===== src/rtl/lcdw_pkg.sv =====
package lcdw_pkg;
  localparam int LVL_W = 2;
  typedef logic [LVL_W-1:0] lvl_t;

  localparam lvl_t LVL_VSS  = 2'd0;
  localparam lvl_t LVL_1T   = 2'd1;
  localparam lvl_t LVL_2T   = 2'd2;
  localparam lvl_t LVL_VLCD = 2'd3;

  // last active common index from the count code
  function automatic logic [1:0] last_com_of(input logic [1:0] code);
    case (code)
      2'b00:   return 2'd1;
      2'b01:   return 2'd2;
      default: return 2'd3;
    endcase
  endfunction

  function automatic lvl_t com_code(input logic run, input logic sel,
                                    input logic used, input logic third,
                                    input logic neg);
    if (!run)        return LVL_VSS;
    if (sel && used) return neg ? LVL_VSS : LVL_VLCD;
    if (third)       return neg ? LVL_2T : LVL_1T;
    return LVL_1T;
  endfunction

  function automatic lvl_t seg_code(input logic run, input logic on,
                                    input logic third, input logic neg);
    if (!run) return LVL_VSS;
    if (on)   return neg ? LVL_VLCD : LVL_VSS;
    if (third) return neg ? LVL_1T : LVL_2T;
    return neg ? LVL_VSS : LVL_VLCD;
  endfunction
endpackage


===== src/rtl/lcdw_dispmem.sv =====
module lcdw_dispmem #(
  parameter int WORDS  = 32,
  parameter int DW     = 4,
  parameter int ADDR_W = 6
) (
  input  logic                  clk,
  input  logic                  rst,
  input  logic                  we,
  input  logic                  re,
  input  logic [ADDR_W-1:0]     addr,
  input  logic [DW-1:0]         wdata,
  output logic [DW-1:0]         rdata,
  output logic [WORDS*DW-1:0]   words_flat
);
  localparam int IDX_W = $clog2(WORDS);

  logic [DW-1:0] mem [WORDS];
  logic          in_range;
  logic [IDX_W-1:0] idx;

  assign in_range = (addr < ADDR_W'(WORDS));
  assign idx      = addr[IDX_W-1:0];

  always_ff @(posedge clk) begin
    if (rst) begin
      for (int i = 0; i < WORDS; i++) mem[i] <= '0;
    end else if (we && in_range) begin
      mem[idx] <= wdata;
    end
  end

  always_ff @(posedge clk) begin
    if (rst)             rdata <= '0;
    else if (re)         rdata <= in_range ? mem[idx] : '0;
  end

  for (genvar n = 0; n < WORDS; n++) begin : g_flat
    assign words_flat[n*DW +: DW] = mem[n];
  end
endmodule


===== src/rtl/lcdw_sequencer.sv =====
module lcdw_sequencer #(
  parameter int N_COM   = 4,
  parameter int CLK_DIV = 128
) (
  input  logic                      clk,
  input  logic                      rst,
  input  logic                      run,
  input  logic [$clog2(N_COM)-1:0]  last_com,
  output logic [$clog2(N_COM)-1:0]  cur_com,
  output logic                      neg
);
  localparam int CI_W  = $clog2(N_COM);
  localparam int DIV_W = (CLK_DIV > 1) ? $clog2(CLK_DIV) : 1;
  localparam logic [DIV_W-1:0] DIV_LAST = DIV_W'(CLK_DIV - 1);

  logic [DIV_W-1:0] div_cnt;
  logic             step;

  assign step = (div_cnt == DIV_LAST);

  always_ff @(posedge clk) begin
    if (rst || !run) begin
      div_cnt <= '0;
      cur_com <= '0;
      neg     <= 1'b0;
    end else if (step) begin
      div_cnt <= '0;
      if (cur_com >= last_com) begin
        cur_com <= '0;
        neg     <= ~neg;
      end else begin
        cur_com <= cur_com + CI_W'(1);
      end
    end else begin
      div_cnt <= div_cnt + DIV_W'(1);
    end
  end
endmodule


===== src/rtl/lcdw_level_map.sv =====
module lcdw_level_map
  import lcdw_pkg::*;
#(
  parameter int N_SEG = 32,
  parameter int N_COM = 4
) (
  input  logic                          run,
  input  logic                          third,
  input  logic                          neg,
  input  logic [$clog2(N_COM)-1:0]      cur_com,
  input  logic [$clog2(N_COM)-1:0]      last_com,
  input  logic [N_SEG*N_COM-1:0]        words_flat,
  output logic [N_COM*LVL_W-1:0]        com_d,
  output logic [N_SEG*LVL_W-1:0]        seg_d
);
  localparam int CI_W = $clog2(N_COM);

  for (genvar k = 0; k < N_COM; k++) begin : g_com
    logic sel, used;
    assign sel  = (cur_com == CI_W'(k));
    assign used = (CI_W'(k) <= last_com);
    assign com_d[k*LVL_W +: LVL_W] = com_code(run, sel, used, third, neg);
  end

  for (genvar n = 0; n < N_SEG; n++) begin : g_seg
    logic [N_COM-1:0] word;
    assign word = words_flat[n*N_COM +: N_COM];
    assign seg_d[n*LVL_W +: LVL_W] = seg_code(run, word[cur_com], third, neg);
  end
endmodule


===== src/rtl/lcd_mux_seq.sv =====
module lcd_mux_seq
  import lcdw_pkg::*;
#(
  parameter int N_SEG   = 32,
  parameter int N_COM   = 4,
  parameter int ADDR_W  = 6,
  parameter int CLK_DIV = 128
) (
  input  logic                     clk,
  input  logic                     rst,
  input  logic                     drive_en,
  input  logic [2:0]               cfg_word,
  input  logic                     host_we,
  input  logic                     host_re,
  input  logic [ADDR_W-1:0]        host_addr,
  input  logic [N_COM-1:0]         host_wdata,
  output logic [N_COM-1:0]         host_rdata,
  output logic [N_COM*LVL_W-1:0]   com_lvl,
  output logic [N_SEG*LVL_W-1:0]   seg_lvl
);
  localparam int CI_W = $clog2(N_COM);

  logic [N_SEG*N_COM-1:0]   words_flat;
  logic [CI_W-1:0]          last_com, cur_com;
  logic                     neg;
  logic [N_COM*LVL_W-1:0]   com_d;
  logic [N_SEG*LVL_W-1:0]   seg_d;

  assign last_com = CI_W'(last_com_of(cfg_word[2:1]));

  lcdw_dispmem #(.WORDS(N_SEG), .DW(N_COM), .ADDR_W(ADDR_W)) mem_i (
    .clk(clk), .rst(rst), .we(host_we), .re(host_re), .addr(host_addr),
    .wdata(host_wdata), .rdata(host_rdata), .words_flat(words_flat)
  );

  lcdw_sequencer #(.N_COM(N_COM), .CLK_DIV(CLK_DIV)) seq_i (
    .clk(clk), .rst(rst), .run(drive_en), .last_com(last_com),
    .cur_com(cur_com), .neg(neg)
  );

  lcdw_level_map #(.N_SEG(N_SEG), .N_COM(N_COM)) map_i (
    .run(drive_en), .third(cfg_word[0]), .neg(neg), .cur_com(cur_com),
    .last_com(last_com), .words_flat(words_flat), .com_d(com_d), .seg_d(seg_d)
  );

  always_ff @(posedge clk) begin
    if (rst) begin
      com_lvl <= '0;
      seg_lvl <= '0;
    end else begin
      com_lvl <= com_d;
      seg_lvl <= seg_d;
    end
  end
endmodule


===== config.mk =====
export PLATFORM = sky130hd
export DESIGN_NAME = lcd_mux_seq
export DESIGN_NICKNAME = d
export VERILOG_FILES = /design/src/rtl/lcdw_pkg.sv /design/src/rtl/lcdw_dispmem.sv /design/src/rtl/lcdw_sequencer.sv /design/src/rtl/lcdw_level_map.sv /design/src/rtl/lcd_mux_seq.sv
export SDC_FILE = /design/constraint.sdc
export NUM_CORES = 1
export LEC_CHECK = 0
export ABC_AREA = 1
export ABC_CLOCK_PERIOD_IN_PS = 1900
export BUFFER_PORTS_ARGS = -buffer_cell sky130_fd_sc_hd__buf_4
export CAP_MARGIN = 20
export CORE_ASPECT_RATIO = 1.75
export CORE_MARGIN = 4
export CORE_UTILIZATION = 62
export CTS_BUF_LIST = sky130_fd_sc_hd__clkbuf_4
export DETAILED_ROUTE_END_ITERATION = 10
export PLACE_DENSITY_LB_ADDON = 0.2
export SLEW_MARGIN = 10
export SYNTH_ARGS = -nofsm -noshare
export SYNTH_HDL_FRONTEND = slang
export SYNTH_SLANG_ARGS = --single-unit
export TNS_END_PERCENT = 100

===== constraint.sdc =====
create_clock -name clk -period 1.9 [get_ports clk]
set_input_delay 0.19 -clock clk [delete_from_list [all_inputs] [get_ports clk]]
set_output_delay 0.19 -clock clk [all_outputs]
set_load 0.02 [all_outputs]

# Word-level counts from Yosys, hierarchy flattened
# Memory sizes are Yosys's and may differ from the RTL's.
# Index checks and enable logic that the tools add are counted.
# classes
bitwise_logic	1
muxes	405
n_reduce_logical	12
order_cmp	7
n_eq_ne	5
add_sub_neg	2
# ops
cell	n
$mux W2	186
$mux W1	183
$bmux W1 S2	32
$mux W4	2
$add A7 B1 Y7 const B	1
$eq A7 B7 Y1 const B	1
$lt A6 B6 Y1 const B	1
$logic_and A1 B1 Y1	5
$mux W5	1
$eq A2 B1 Y1 const B	2
$eq A2 B2 Y1 const B	2
$le A1 B2 Y1 const A	2
$le A2 B2 Y1 const A	2
$logic_not A2 Y1	2
$pmux W2 S2	1
$reduce_or A4 Y1	1
$lt A2 B3 Y1 const B	1
$add A2 B1 Y2 const B	1
$ge A2 B2 Y1	1
$reduce_and A2 Y1	1
$reduce_or A2 Y1	1
$logic_not A1 Y1	1
$logic_or A1 B1 Y1	1
$not A1 Y1	1
# word_totals
out_inout_bits	76
regBits	86
n_memories	1
in_bits	18
ram_bits	128
# memory_table
name	depth	width	rd	rd_ports_with_merged_regs	write_ports	line_no	text
mem_i.mem	32	4	33	0	32	lcdw_dispmem.sv:17	logic [DW-1:0] mem [WORDS];

# Depth between registers and ports, before layout
# depth
ltp_word	11
ltp_mapped	13

# Hierarchy
# A second synthesis with hierarchy kept.
# hier_totals
cells_unflattened	1591
area_unflattened_um2	11094.4
# by_module_without_submodules
mod	area_each_um2	seq_area_each_um2	cells_per_inst	n_inst
lcdw_dispmem	6349.8	3923.8	745	1
lcdw_level_map	2177.1	0.0	552	1
lcd_mux_seq	2087.0	1441.4	228	1
lcdw_sequencer	480.5	200.2	66	1

# Worst setup path before layout
# Ideal clock, no wire load.
# synth_path
path_type	flip-flop to flip-flop
from	reg seq_i.neg
to	reg seg_lvl[21]
arrival_ps	1599
path_stages_with_launch	9
n_path_buf	3
period_less_slack_ps	1731
path_slack_ps	169
t_required_ps	1768
setup_ps	132
path_cell_list	dfxtp_1 -> inv_1 -> clkbuf_1 -> ha_1 -> or2_2 -> clkbuf_1 -> clkbuf_1 -> nand2_1 -> a21oi_1
# synth_between
elab_chain_cells	6
word_cells_on_any_way	8
classes_between	mux: 8
# synth_lines
element	line_no	text
start, declared	lcdw_sequencer.sv:10	output logic neg
start signal, assigned	lcdw_sequencer.sv:30	neg <= ~neg;
$mux W2 (2 in series)	lcdw_pkg.sv:31	if (on) return neg ? LVL_VLCD : LVL_VSS;
$mux W2	lcdw_pkg.sv:32	if (third) return neg ? LVL_1T : LVL_2T;
$mux W2	lcdw_pkg.sv:33	return neg ? LVL_VSS : LVL_VLCD;
$mux W2 (*)	lcdw_pkg.sv:32	
$mux W2 (*)	lcdw_pkg.sv:31	
end signal, assigned	lcd_mux_seq.sv:52	seg_lvl <= seg_d;
end, declared	lcd_mux_seq.sv:19	output logic [N_SEG*LVL_W-1:0] seg_lvl
# Every way passes the cells marked *; elsewhere a longest branch is shown, timed or not.
# A chain may end at the register's enable or synchronous reset.

# Worst setup path in the final report
# layout_path
from	reg seq_i.neg
to	reg seg_lvl[41]
# The elaborated chain is that of the path after synthesis.

==> flow_summary_export.csv <==
group,metric,value,unit
place,dpl-instance-area,11400,um2
setup_path,cpPeakStageDelay,0.59,ns
global_route,grt_pass1_vias,8778,
setup_path,reg2reg_depth,5,
die,row_count,61,
route,drt-pass1-iter-count,5,
setup_path,r2r-start,"seq_i.neg",
power,ir_worst_vdd,691,uV
setup_path,critPathKind,"register to register",
layout,drive_above_1_share,0.177,
route,drt-initial-drc-count,695,
hold_path,min_to,"com_lvl[2]",
hold_path,min_from,"cfg_word[0]",
synthesis,yosysWarningCount,0,
setup_path,r2r-end,"seg_lvl[41]",
outcome,outcome,"finished, final reports clean",
route,wirelength,26100,um
die,die_x,105,um
synthesis,syn-num-nets,1299,
flow_run,max_cap_viol_count,0,
clocking,cts.sinks,214,
synthesis,synth_seq_area_share,0.544,
synthesis,syn_area,10200,um2
die,core-area,16000,um2
clocking,cts_max_path_buffers,3,
route,vias,9147,
die,fp.dieH,178,um
layout,fin_area,12100,um2
sta,setup-violations-final,0,
hold_path,hold-path-cell-count,5,
die,initial_core_util,0.638,
sta,fmax,0.581,GHz
setup_path,r2r_slack,0.18,ns
setup_path,cp.required,2.41,ns
synthesis,ys_top_cells_by_area,"edfxtp_1 (38%), nand2_1 (21%), dfxtp_1 (17%), a21oi_1 (5.6%), nor2_1 (5.5%)",
clocking,htree_levels,2,
synthesis,syn_inst,1270,
synthesis,synth.avg_cell_area,8.06,um2
layout,area_delta_synth_final,18.6,%
sta,setup_tns,0,ns
synthesis,synth.top_cell.area_share,0.376,
sta,fin_crit_sh,0.906,
global_route,grt_pass1_wl,40900,um
route,wl_per_cell,16.0,um
die,ios,94,
sta,worst_pin_slew,0.767,ns
global_route,global_route.overflow_total,0,
place,port_buffers,93,
global_route,track_usage,0.276,
setup_path,crit_start,"seq_i.neg",
power,power.leakage,5.59,nW
clocking,root_buffer,"clkbuf_4",
synthesis,synth.distinct_cells,29,
die,fp.dieArea,18700,um2
route,drt-vias-per-instance,5.61,
global_route,antenna_found_initial,1,
sta,period_needed,1.72,ns
layout,nNetsFinal,1431,
power,power.density,840,nW/um2
synthesis,ys_ff_latch,214,
place,dp_hpwl,17200,um
setup_path,path_cells,"inv_1 -> ha_1 -> or2_2 -> nand2_1 -> a21oi_1",
setup_path,cp.arrival,2.23,ns
place,gp_congestion,0.889,
sta,maxSlewViolCount,0,
layout,final_cell_mix,"nand2_1 (576), nor2_1 (148), buf_4 (144)",
sta,relSlewSlack,0.489,
route,drc_errors,0,
setup_path,cp-start-kind,"register",
layout,layout_commonest_cell,"nand2_1",
clocking,cts_tree,"yes",
setup_path,end_kind,"register",
clocking,clk_pin_slew,0.08,ns
synthesis,synth_area_leader_cell,"edfxtp_1",
clocking,cts-buffers-inserted,48,
setup_path,slowest_stage,"or2_2",
route,ant_nets,0,
sta,rsz0062_at_grt,"false",
global_route,grt_start_max_net_pins,66,
sta,fin_skew,0.0346,ns
clocking,clk_latency,0.66,ns
setup_path,crit_fanout,32,
sta,finalHoldViolCount,0,
hold_path,min_path_type,"input port to register",
[worst max path at each step]
stage	to
after floorplan	seg_lvl[21]
after global placement	mem_i.mem[12][0]
after detailed placement	mem_i.mem[9][2]
after CTS	mem_i.rdata[2]
after global routing	seg_lvl[3]
final	seg_lvl[41]
[cells in the mapped netlist]
cell type / instances
a32o_1: 29
o21ai_0: 11
inv_2: 7
ha_1: 11
xnor2_1: 1
clkbuf_1: 39
nand3b_1: 1
nor3_1: 2
nand3_1: 4
nand2_1: 579
o21bai_1: 1
or2_1: 30
buf_1: 2
buf_2: 30
nor3_4: 4
dfxtp_1: 86
clkinv_2: 1
buf_6: 1
xor2_1: 1
nor2_1: 149
nor3b_1: 1
inv_1: 22
or2_2: 3
buf_4: 3
o22ai_1: 1
nand4_1: 1
nor3_2: 7
edfxtp_1: 128
a21oi_1: 115
[layout make-up]
type,instances,area [um2]
Clock inverter,19,179
Sequential cell,214,5570
Multi-Input combinational cell,951,4230
Tap cell,189,236
Clock buffer,70,526
Antenna cell,1,2.50
Timing Repair Buffer,157,1290
Inverter,30,114
Fill cell,1158,3890
[state kept, by name, indices dropped and copies added, names as in the netlist]
register       flops
seq_i.cur_com      2
mem_i.rdata        4
seq_i.neg          1
seq_i.div_cnt      7
seg_lvl           64
mem_i.mem        128
com_lvl            8
[stage by stage]
stage | hold WS [ns] | util | std cells | setup slack, ns | power [mW]
6_report | 0.0471 | 0.757 | 1631 | 0.178 | 10.2
5_1_grt | 0.0744 | 0.757 | 1631 | 0.0718 | 10.6
4_1_cts | 0.0226 | 0.758 | 1632 | 0.0924 | 10.2
3_5_place_dp | 0.393 | 0.710 | 1536 | 0.152 | 6.25
3_3_place_gp | 0.394 | 0.710 | 1536 | 0.217 | 6.23
2_1_floorplan | 0.259 | - | 1270 | 0.169 | 5.89
[per-layer routing]
metal	GRT usage	vias to the layer above	routed length, um
met5	0	-	0
met3	0.0473	96	2150
li1	-	4422	-
met1	0.300	4206	9330
met4	0.173	0	1200
met2	0.497	423	13500
[cell families (layout without fill, tap and decap cells)]
group           count (synthesis)  after routing  share of synthesized area
fa+ha+maj                      11             11                     0.0135
other cells                     0              1                          0
xor+xnor                        2              2                    0.00171
buf+inv                       105            276                     0.0441
flops                         214            214                      0.544
simple gates                  781            781                      0.305
compound gates                157            157                     0.0913
[power by group]
group / switching [mW] / total [mW] / internal [mW]
Combinational: 0.642 / 0.969 / 0.327
Sequential: 0.0971 / 5.20 / 5.11
Clock: 1.79 / 4.03 / 2.24
Total: 2.52 / 10.2 / 7.68
[timing repair]
item / CTS / global route
hold buffers: 7 / 0
buffers inserted: 0 / 0
resized for setup: 0 / 4
hold endpoints to repair: 8 / 0
setup endpoints to repair: 0 / 2
[critical path: cells and delay by family, from the launching register on]
family / cells / cell delay [ns]
adders and majority gates: 1 / 0.19
buffers and inverters: 1 / 0.13
and+or+nand+nor: 2 / 0.77
DFF: 1 / 0.43
AOI/OAI and AO/OA: 1 / 0.07
Power figures use the tool's default switching activity.
